==> config.mk <==
export PLATFORM = sky130hd
export DESIGN_NAME = br_hist_ring
export DESIGN_NICKNAME = d
export VERILOG_FILES = /design/src/rtl/br_hist_pkg.sv /design/src/rtl/br_hist_gate.sv /design/src/rtl/br_hist_store.sv /design/src/rtl/br_hist_ring.sv
export SDC_FILE = /design/constraint.sdc
export NUM_CORES = 2
export LEC_CHECK = 0
export BUFFER_PORTS_ARGS = -buffer_cell sky130_fd_sc_hd__buf_2
export CAP_MARGIN = 40
export CORE_ASPECT_RATIO = 0.75
export CORE_MARGIN = 5
export CORE_UTILIZATION = 40
export CTS_CLUSTER_DIAMETER = 40
export DETAILED_ROUTE_END_ITERATION = 12
export MAX_ROUTING_LAYER = met4
export PLACE_DENSITY_LB_ADDON = 0.12
export REMOVE_ABC_BUFFERS = 1
export SLEW_MARGIN = 10
export SYNTH_ARGS = -nofsm -noshare
export SYNTH_HDL_FRONTEND = slang
export SYNTH_SLANG_ARGS = --single-unit
==> constraint.sdc <==
create_clock -name clk_i -period 2.6 [get_ports clk_i]
set_input_delay 0.26 -clock clk_i [delete_from_list [all_inputs] [get_ports clk_i]]
set_output_delay 0.26 -clock clk_i [all_outputs]
set_load 0.01 [all_outputs]
==> src/rtl/br_hist_pkg.sv <==
package br_hist_pkg;
  localparam int TYPE_W = 2;

  typedef enum logic [TYPE_W-1:0] {
    BT_COND   = 2'd0,
    BT_UNCOND = 2'd1,
    BT_IND    = 2'd2,
    BT_RET    = 2'd3
  } br_type_e;

  // reduced enable summary, one bit per privilege level
  typedef struct packed {
    logic rec_user;
    logic rec_priv;
  } rec_sum_t;
endpackage

==> src/rtl/br_hist_gate.sv <==
module br_hist_gate
  import br_hist_pkg::*;
#(
  parameter int TW = TYPE_W,
  localparam int NT = 1 << TW
) (
  input  logic          clk_i,
  input  logic          rst_ni,
  input  logic          ctl_we_i,
  input  logic          ctl_freeze_prob_i,
  input  logic          ctl_freeze_mod_i,
  input  logic          ctl_disable_i,
  input  logic [NT-1:0] ctl_type_mask_i,
  input  logic          br_valid_i,
  input  logic          br_taken_i,
  input  logic [TW-1:0] br_type_i,
  input  logic          br_prob_i,
  output logic          rec_o
);
  rec_sum_t      sum_q;
  logic [NT-1:0] mask_q;
  logic          lvl_en;

  always_ff @(posedge clk_i or negedge rst_ni) begin
    if (!rst_ni) begin
      sum_q  <= '0;
      mask_q <= '0;
    end else if (ctl_we_i) begin
      sum_q.rec_user <= !ctl_disable_i && !(ctl_freeze_prob_i && !ctl_freeze_mod_i);
      sum_q.rec_priv <= !ctl_disable_i && !(ctl_freeze_prob_i && ctl_freeze_mod_i);
      mask_q         <= ctl_type_mask_i;
    end
  end

  assign lvl_en = br_prob_i ? sum_q.rec_user : sum_q.rec_priv;
  assign rec_o  = br_valid_i && br_taken_i && mask_q[br_type_i] && lvl_en;

  AST_TAKEN_ONLY: assert property (@(posedge clk_i) disable iff (!rst_ni)
    !(br_valid_i && br_taken_i) |-> !rec_o);
  AST_DIS_BLOCK: assert property (@(posedge clk_i) disable iff (!rst_ni)
    ctl_we_i && ctl_disable_i |=> !rec_o);
  AST_FRZ_USER: assert property (@(posedge clk_i) disable iff (!rst_ni)
    ctl_we_i && ctl_freeze_prob_i && !ctl_freeze_mod_i |=> !(rec_o && br_prob_i));
  AST_FRZ_PRIV: assert property (@(posedge clk_i) disable iff (!rst_ni)
    ctl_we_i && ctl_freeze_prob_i && ctl_freeze_mod_i |=> !(rec_o && !br_prob_i));
  AST_TYPE_MASK: assert property (@(posedge clk_i) disable iff (!rst_ni)
    ctl_we_i && !ctl_type_mask_i[0] |=> !(rec_o && br_type_i == '0));
endmodule

==> src/rtl/br_hist_store.sv <==
module br_hist_store #(
  parameter int AW    = 32,
  parameter int DEPTH = 32,
  localparam int IW   = $clog2(DEPTH)
) (
  input  logic          clk_i,
  input  logic          rst_ni,
  input  logic          clr_i,
  input  logic          rec_i,
  input  logic [AW-1:0] ia_i,
  input  logic [AW-1:0] ta_i,
  input  logic [IW-1:0] rd_idx_i,
  output logic [AW-1:0] rd_ia_o,
  output logic [AW-1:0] rd_ta_o,
  output logic [IW-1:0] wr_off_o
);
  logic [AW-1:0] ia_q [DEPTH];
  logic [AW-1:0] ta_q [DEPTH];
  logic [IW-1:0] off_q, off_nxt;
  logic [IW:0]   age_sum;
  logic [IW-1:0] rd_slot;

  assign off_nxt = (off_q == IW'(DEPTH-1)) ? '0 : off_q + IW'(1);

  always_ff @(posedge clk_i or negedge rst_ni) begin
    if (!rst_ni)      off_q <= '0;
    else if (clr_i)   off_q <= '0;
    else if (rec_i)   off_q <= off_nxt;
  end

  for (genvar g = 0; g < DEPTH; g++) begin : g_slot
    always_ff @(posedge clk_i or negedge rst_ni) begin
      if (!rst_ni) begin
        ia_q[g] <= '0;
        ta_q[g] <= '0;
      end else if (clr_i) begin
        ia_q[g] <= '0;
        ta_q[g] <= '0;
      end else if (rec_i && off_q == IW'(g)) begin
        ia_q[g] <= ia_i;
        ta_q[g] <= ta_i;
      end
    end
  end

  // newest is off_q-1; age index counts backwards, modulo DEPTH
  assign age_sum = {1'b0, off_q} + (IW+1)'(DEPTH-1) - {1'b0, rd_idx_i};
  assign rd_slot = (age_sum >= (IW+1)'(DEPTH)) ? IW'(age_sum - (IW+1)'(DEPTH)) : IW'(age_sum);

  always_ff @(posedge clk_i or negedge rst_ni) begin
    if (!rst_ni) begin
      rd_ia_o <= '0;
      rd_ta_o <= '0;
    end else begin
      rd_ia_o <= ia_q[rd_slot];
      rd_ta_o <= ta_q[rd_slot];
    end
  end

  assign wr_off_o = off_q;

  AST_OFF_STEP: assert property (@(posedge clk_i) disable iff (!rst_ni)
    rec_i && !clr_i && off_q != IW'(DEPTH-1) |=> off_q == $past(off_q) + IW'(1));
  AST_OFF_WRAP: assert property (@(posedge clk_i) disable iff (!rst_ni)
    rec_i && !clr_i && off_q == IW'(DEPTH-1) |=> off_q == '0);
  AST_OFF_HOLD: assert property (@(posedge clk_i) disable iff (!rst_ni)
    !rec_i && !clr_i |=> $stable(off_q));
  AST_CLR_OFF: assert property (@(posedge clk_i) disable iff (!rst_ni)
    clr_i |=> off_q == '0 && ia_q[0] == '0);
endmodule

==> src/rtl/br_hist_ring.sv <==
module br_hist_ring
  import br_hist_pkg::*;
#(
  parameter int AW    = 32,
  parameter int DEPTH = 32,
  parameter int TW    = TYPE_W,
  localparam int IW   = $clog2(DEPTH),
  localparam int NT   = 1 << TW
) (
  input  logic          clk_i,
  input  logic          rst_ni,
  input  logic          clr_i,
  input  logic          ctl_we_i,
  input  logic          ctl_freeze_prob_i,
  input  logic          ctl_freeze_mod_i,
  input  logic          ctl_disable_i,
  input  logic [NT-1:0] ctl_type_mask_i,
  input  logic          br_valid_i,
  input  logic          br_taken_i,
  input  logic [TW-1:0] br_type_i,
  input  logic          br_prob_i,
  input  logic [AW-1:0] br_ia_i,
  input  logic [AW-1:0] br_ta_i,
  input  logic [IW-1:0] rd_idx_i,
  output logic [AW-1:0] rd_ia_o,
  output logic [AW-1:0] rd_ta_o,
  output logic [IW-1:0] wr_off_o
);
  logic rec;

  br_hist_gate #(.TW(TW)) u_gate (
    .clk_i             (clk_i),
    .rst_ni            (rst_ni),
    .ctl_we_i          (ctl_we_i),
    .ctl_freeze_prob_i (ctl_freeze_prob_i),
    .ctl_freeze_mod_i  (ctl_freeze_mod_i),
    .ctl_disable_i     (ctl_disable_i),
    .ctl_type_mask_i   (ctl_type_mask_i),
    .br_valid_i        (br_valid_i),
    .br_taken_i        (br_taken_i),
    .br_type_i         (br_type_i),
    .br_prob_i         (br_prob_i),
    .rec_o             (rec)
  );

  br_hist_store #(.AW(AW), .DEPTH(DEPTH)) u_store (
    .clk_i    (clk_i),
    .rst_ni   (rst_ni),
    .clr_i    (clr_i),
    .rec_i    (rec),
    .ia_i     (br_ia_i),
    .ta_i     (br_ta_i),
    .rd_idx_i (rd_idx_i),
    .rd_ia_o  (rd_ia_o),
    .rd_ta_o  (rd_ta_o),
    .wr_off_o (wr_off_o)
  );
endmodule

==> out/results.tsv <==
metric	value	unit
status	finished, violations left	
violations	setup timing	
antenna_found_initial	19	
io_buffers	153	
power_frac_seq	38.2	%
cts_buffers	319	
synth_seq_cells	2123	
hold_class	in2reg	
synth_cell_types	40	
rows	163	
synth_top_cells_by_area	dfrtp_1 50%, nand2_1 14%, mux2i_1 12%, a21oi_1 9.0%, nand3_1 4.9%	
worst-r2r-setup-slack	-0.54	ns
fillers	24091	
synthXorXnorAreaFrac	0.0498	%
placedInstanceArea	115000	µm²
fin_ws	-0.537	ns
rsz0062_at_grt	yes	
synth-async-reset-ratio	100	%
path_delay_family	adder cells	
required	3.30	ns
htree_levels	5	
synthSimpleGateAreaFrac	22.3	%
num_vias	94334	
synth_fa_ha_area_share	0.137	%
wl_met2	197000	µm
slew_viol_final	0	
clk_pin_slew_worst_paths	0.06	ns
clkPwrFrac	51.2	%
die_w	603	µm
end_kind	register	
initial_utilization	40.2	%
grt_pass1_vias	91175	
irDropWorstVdd	0.563	mV
worst_slew_margin_rel	48.8	%
maxCapViolCount	0	
switchingPower	23.3	mW
area_growth_syn_to_layout	22.8	%
path_depth	11	
min_from	rd_idx_i[4]	
synth_top_area_share	50.3	%
wl	442000	µm
min_period	3.14	ns
clk_path_buf_depth	4	
dp_hpwl	259000	µm
clkLatencyLatePin	0.89	ns
r2r_start	u_store.wr_off_o[0]	
setup_tns	-27.48	ns
cts_num_sinks	2123	
synthCells	12038	
power_density	684	nW/µm²
slowest_stage	fa_4	
swShare	26.3	%
worstMarginPinSlew	0.768	ns
comb_power_share	10.6	%
yosysWarnings	0	
syn_area_per_cell	8.77	µm²
top_layer_used	met4	
period_share	121	%
hold_end	u_store.rd_ia_o[24]	
place_congestion	0.861	
synth-compound-area-share	9.92	%
seq_area_frac_synth	50.3	%
synth_top_cell_by_area	dfrtp_1	
cp.arrival	3.84	ns
r2r-end	u_store.rd_ia_o[2]	
power_leakage	55.8	nW
wl_met3	38400	µm
fmax	319	MHz
muxShareOfSynthArea	11.6	%
m1WireLength	190000	µm
initialDrtViolationCount	11780	
crit_buf_inv	4	
final_antenna_net_count	0	
drive_above_1_share	14.0	%
gr-total-overflow	0	
synth_edf_count	0	
path_cells	ha_4 > fa_4 > buf_12 > buf_12 > buf_12 > buf_4 > mux2i_1 > nand3_1 > and4_1 > mux2i_1 > mux2i_1	
min_delay_path_depth	5	
nets	12346	
design.core.area	263000	µm²
die_h	455	µm
path_max_fanout	14	
firstDrtPassIters	8	
slowest_delay	0.85	ns
fin_skew	0.0479	ns
final-setup-viol-count	64	
cts_tree	done	
hold_viol_final	0	
p_int	65.4	mW
grtUsageTotal	32.2	%
num_io_pins	154	
synthTopCellsByCount	3,978 x nand2_1, 2,123 x dfrtp_1, 1,891 x a21oi_1	
synth_ff_type	dfrtp_1	
grt_max_degree	117	
cts-root-buf	clkbuf_16	
final_cell_area	130000	µm²
worstSetupStartpointType	register	
drc_errors	0	
wire_per_inst	27.7	µm
netlist_area	106000	µm²
path_class	reg2reg	
grt_pass1_wl	642000	µm
synth_top_family_by_area	simple AND/OR/NAND/NOR gates	
dieArea	274000	µm²
yosysMostFrequentCell	nand2_1	
ff2ff_path_depth	11	
routed_via_density	5.91	
[worst max-delay path by stage]
stage,end,startpoint
3_3_place_gp,u_store.rd_ia_o[15],rd_idx_i[0]
3_5_place_dp,u_store.rd_ia_o[15],u_store.wr_off_o[0]
5_1_grt,u_store.rd_ia_o[13],u_store.wr_off_o[0]
6_report,u_store.rd_ia_o[2],u_store.wr_off_o[0]
4_1_cts,u_store.rd_ia_o[6],u_store.wr_off_o[0]
2_1_floorplan,u_store.rd_ia_o[0],u_store.wr_off_o[0]
[state kept, by name, summed over array words and instances, names as in the netlist]
register,flops
u_store.rd_ia_o,32
u_gate.mask_q,4
u_store.wr_off_o,5
u_store.ia_q,1024
u_gate.sum_q,2
u_store.ta_q,1024
u_store.rd_ta_o,32
[final cells by class]
cell class	instances	area (µm²)	area share (%)
Sequential cell	2123	53100	41.0
Multi-Input combinational cell	8711	47200	36.4
Timing Repair Buffer	1086	13800	10.7
Clock buffer	389	8770	6.76
Tap cell	3465	4340	3.34
Clock inverter	185	2360	1.82
Inverter	9	41.3	0.0318
Antenna cell	6	15.0	0.0116
[cells by family after synthesis]
group | Yosys count
AO/OA/AOI/OAI | 2063
multiplexers | 1224
XOR/XNOR | 6
buffers and inverters | 1204
AND/OR/NAND/NOR | 5407
adder cells (fa/ha/maj) | 11
flip-flops | 2123
[worst register-to-register path, cell delays in order (launching register included)]
cell	delay, ns
dfrtp_1	0.41
ha_4	0.18
fa_4	0.85
buf_12	0.20
buf_12	0.22
buf_12	0.21
buf_4	0.15
mux2i_1	0.19
nand3_1	0.10
and4_1	0.23
mux2i_1	0.13
mux2i_1	0.12
[through the flow]
| step | instances | setup WS [ns] | total power [mW] | hold slack, ns | util [%] |
|---|---|---|---|---|---|
| after global routing | 15971 | -0.610 | 91.2 | 0.0732 | 49.3 |
| final | 15974 | -0.537 | 88.7 | 0.0768 | 49.3 |
| after detailed placement | 15222 | -0.661 | 43.0 | 0.205 | 43.9 |
| after global placement | 15222 | -0.637 | 42.9 | 0.205 | 43.9 |
| after CTS | 15920 | -0.528 | 88.9 | 0.0391 | 48.9 |
| after floorplan | 10843 | -35.17 | 40.5 | -0.0356 | - |
[power groups by stage]
stage / logic (mW) / registers, mW / clock network, mW
floorplan: 6.22 / 34.3 / 0
global placement: 8.50 / 34.4 / 0
detailed placement: 8.55 / 34.4 / 0
CTS: 9.12 / 33.9 / 45.9
global route: 10.0 / 33.9 / 47.4
finish: 9.44 / 33.8 / 45.4
[metal layers]
layer	global-route usage, %	vias to the layer above
met5	-	-
met4	11.0	0
met3	5.53	955
met2	48.1	4813
met1	44.4	47594
li1	-	40972
[timing repair]
action | in CTS | in global routing
hold endpoints to repair | 3385 | 0
buffers inserted | 32 | 34
resized for setup | 119 | 110
hold buffers | 81 | 0
setup endpoints to repair | 64 | 293
cloned | 11 | 18
pin swaps | 23 | 10
[layout by cell type, fill, tap and decap left out, types with 37 or more instances in the layout]
master,instances
mux2i_1,1152
clkinv_2,37
dfrtp_1,2123
buf_12,373
nand3_1,1024
dlygate4sd3_1,80
bufinv_16,40
mux2i_2,53
nand2_1,3978
buf_6,41
o21ai_0,130
buf_2,151
inv_6,40
and4_1,244
clkbuf_16,345
nand2b_1,69
a21oi_1,1887
a21oi_2,40
buf_4,378
(Power assumes the default switching activity.)
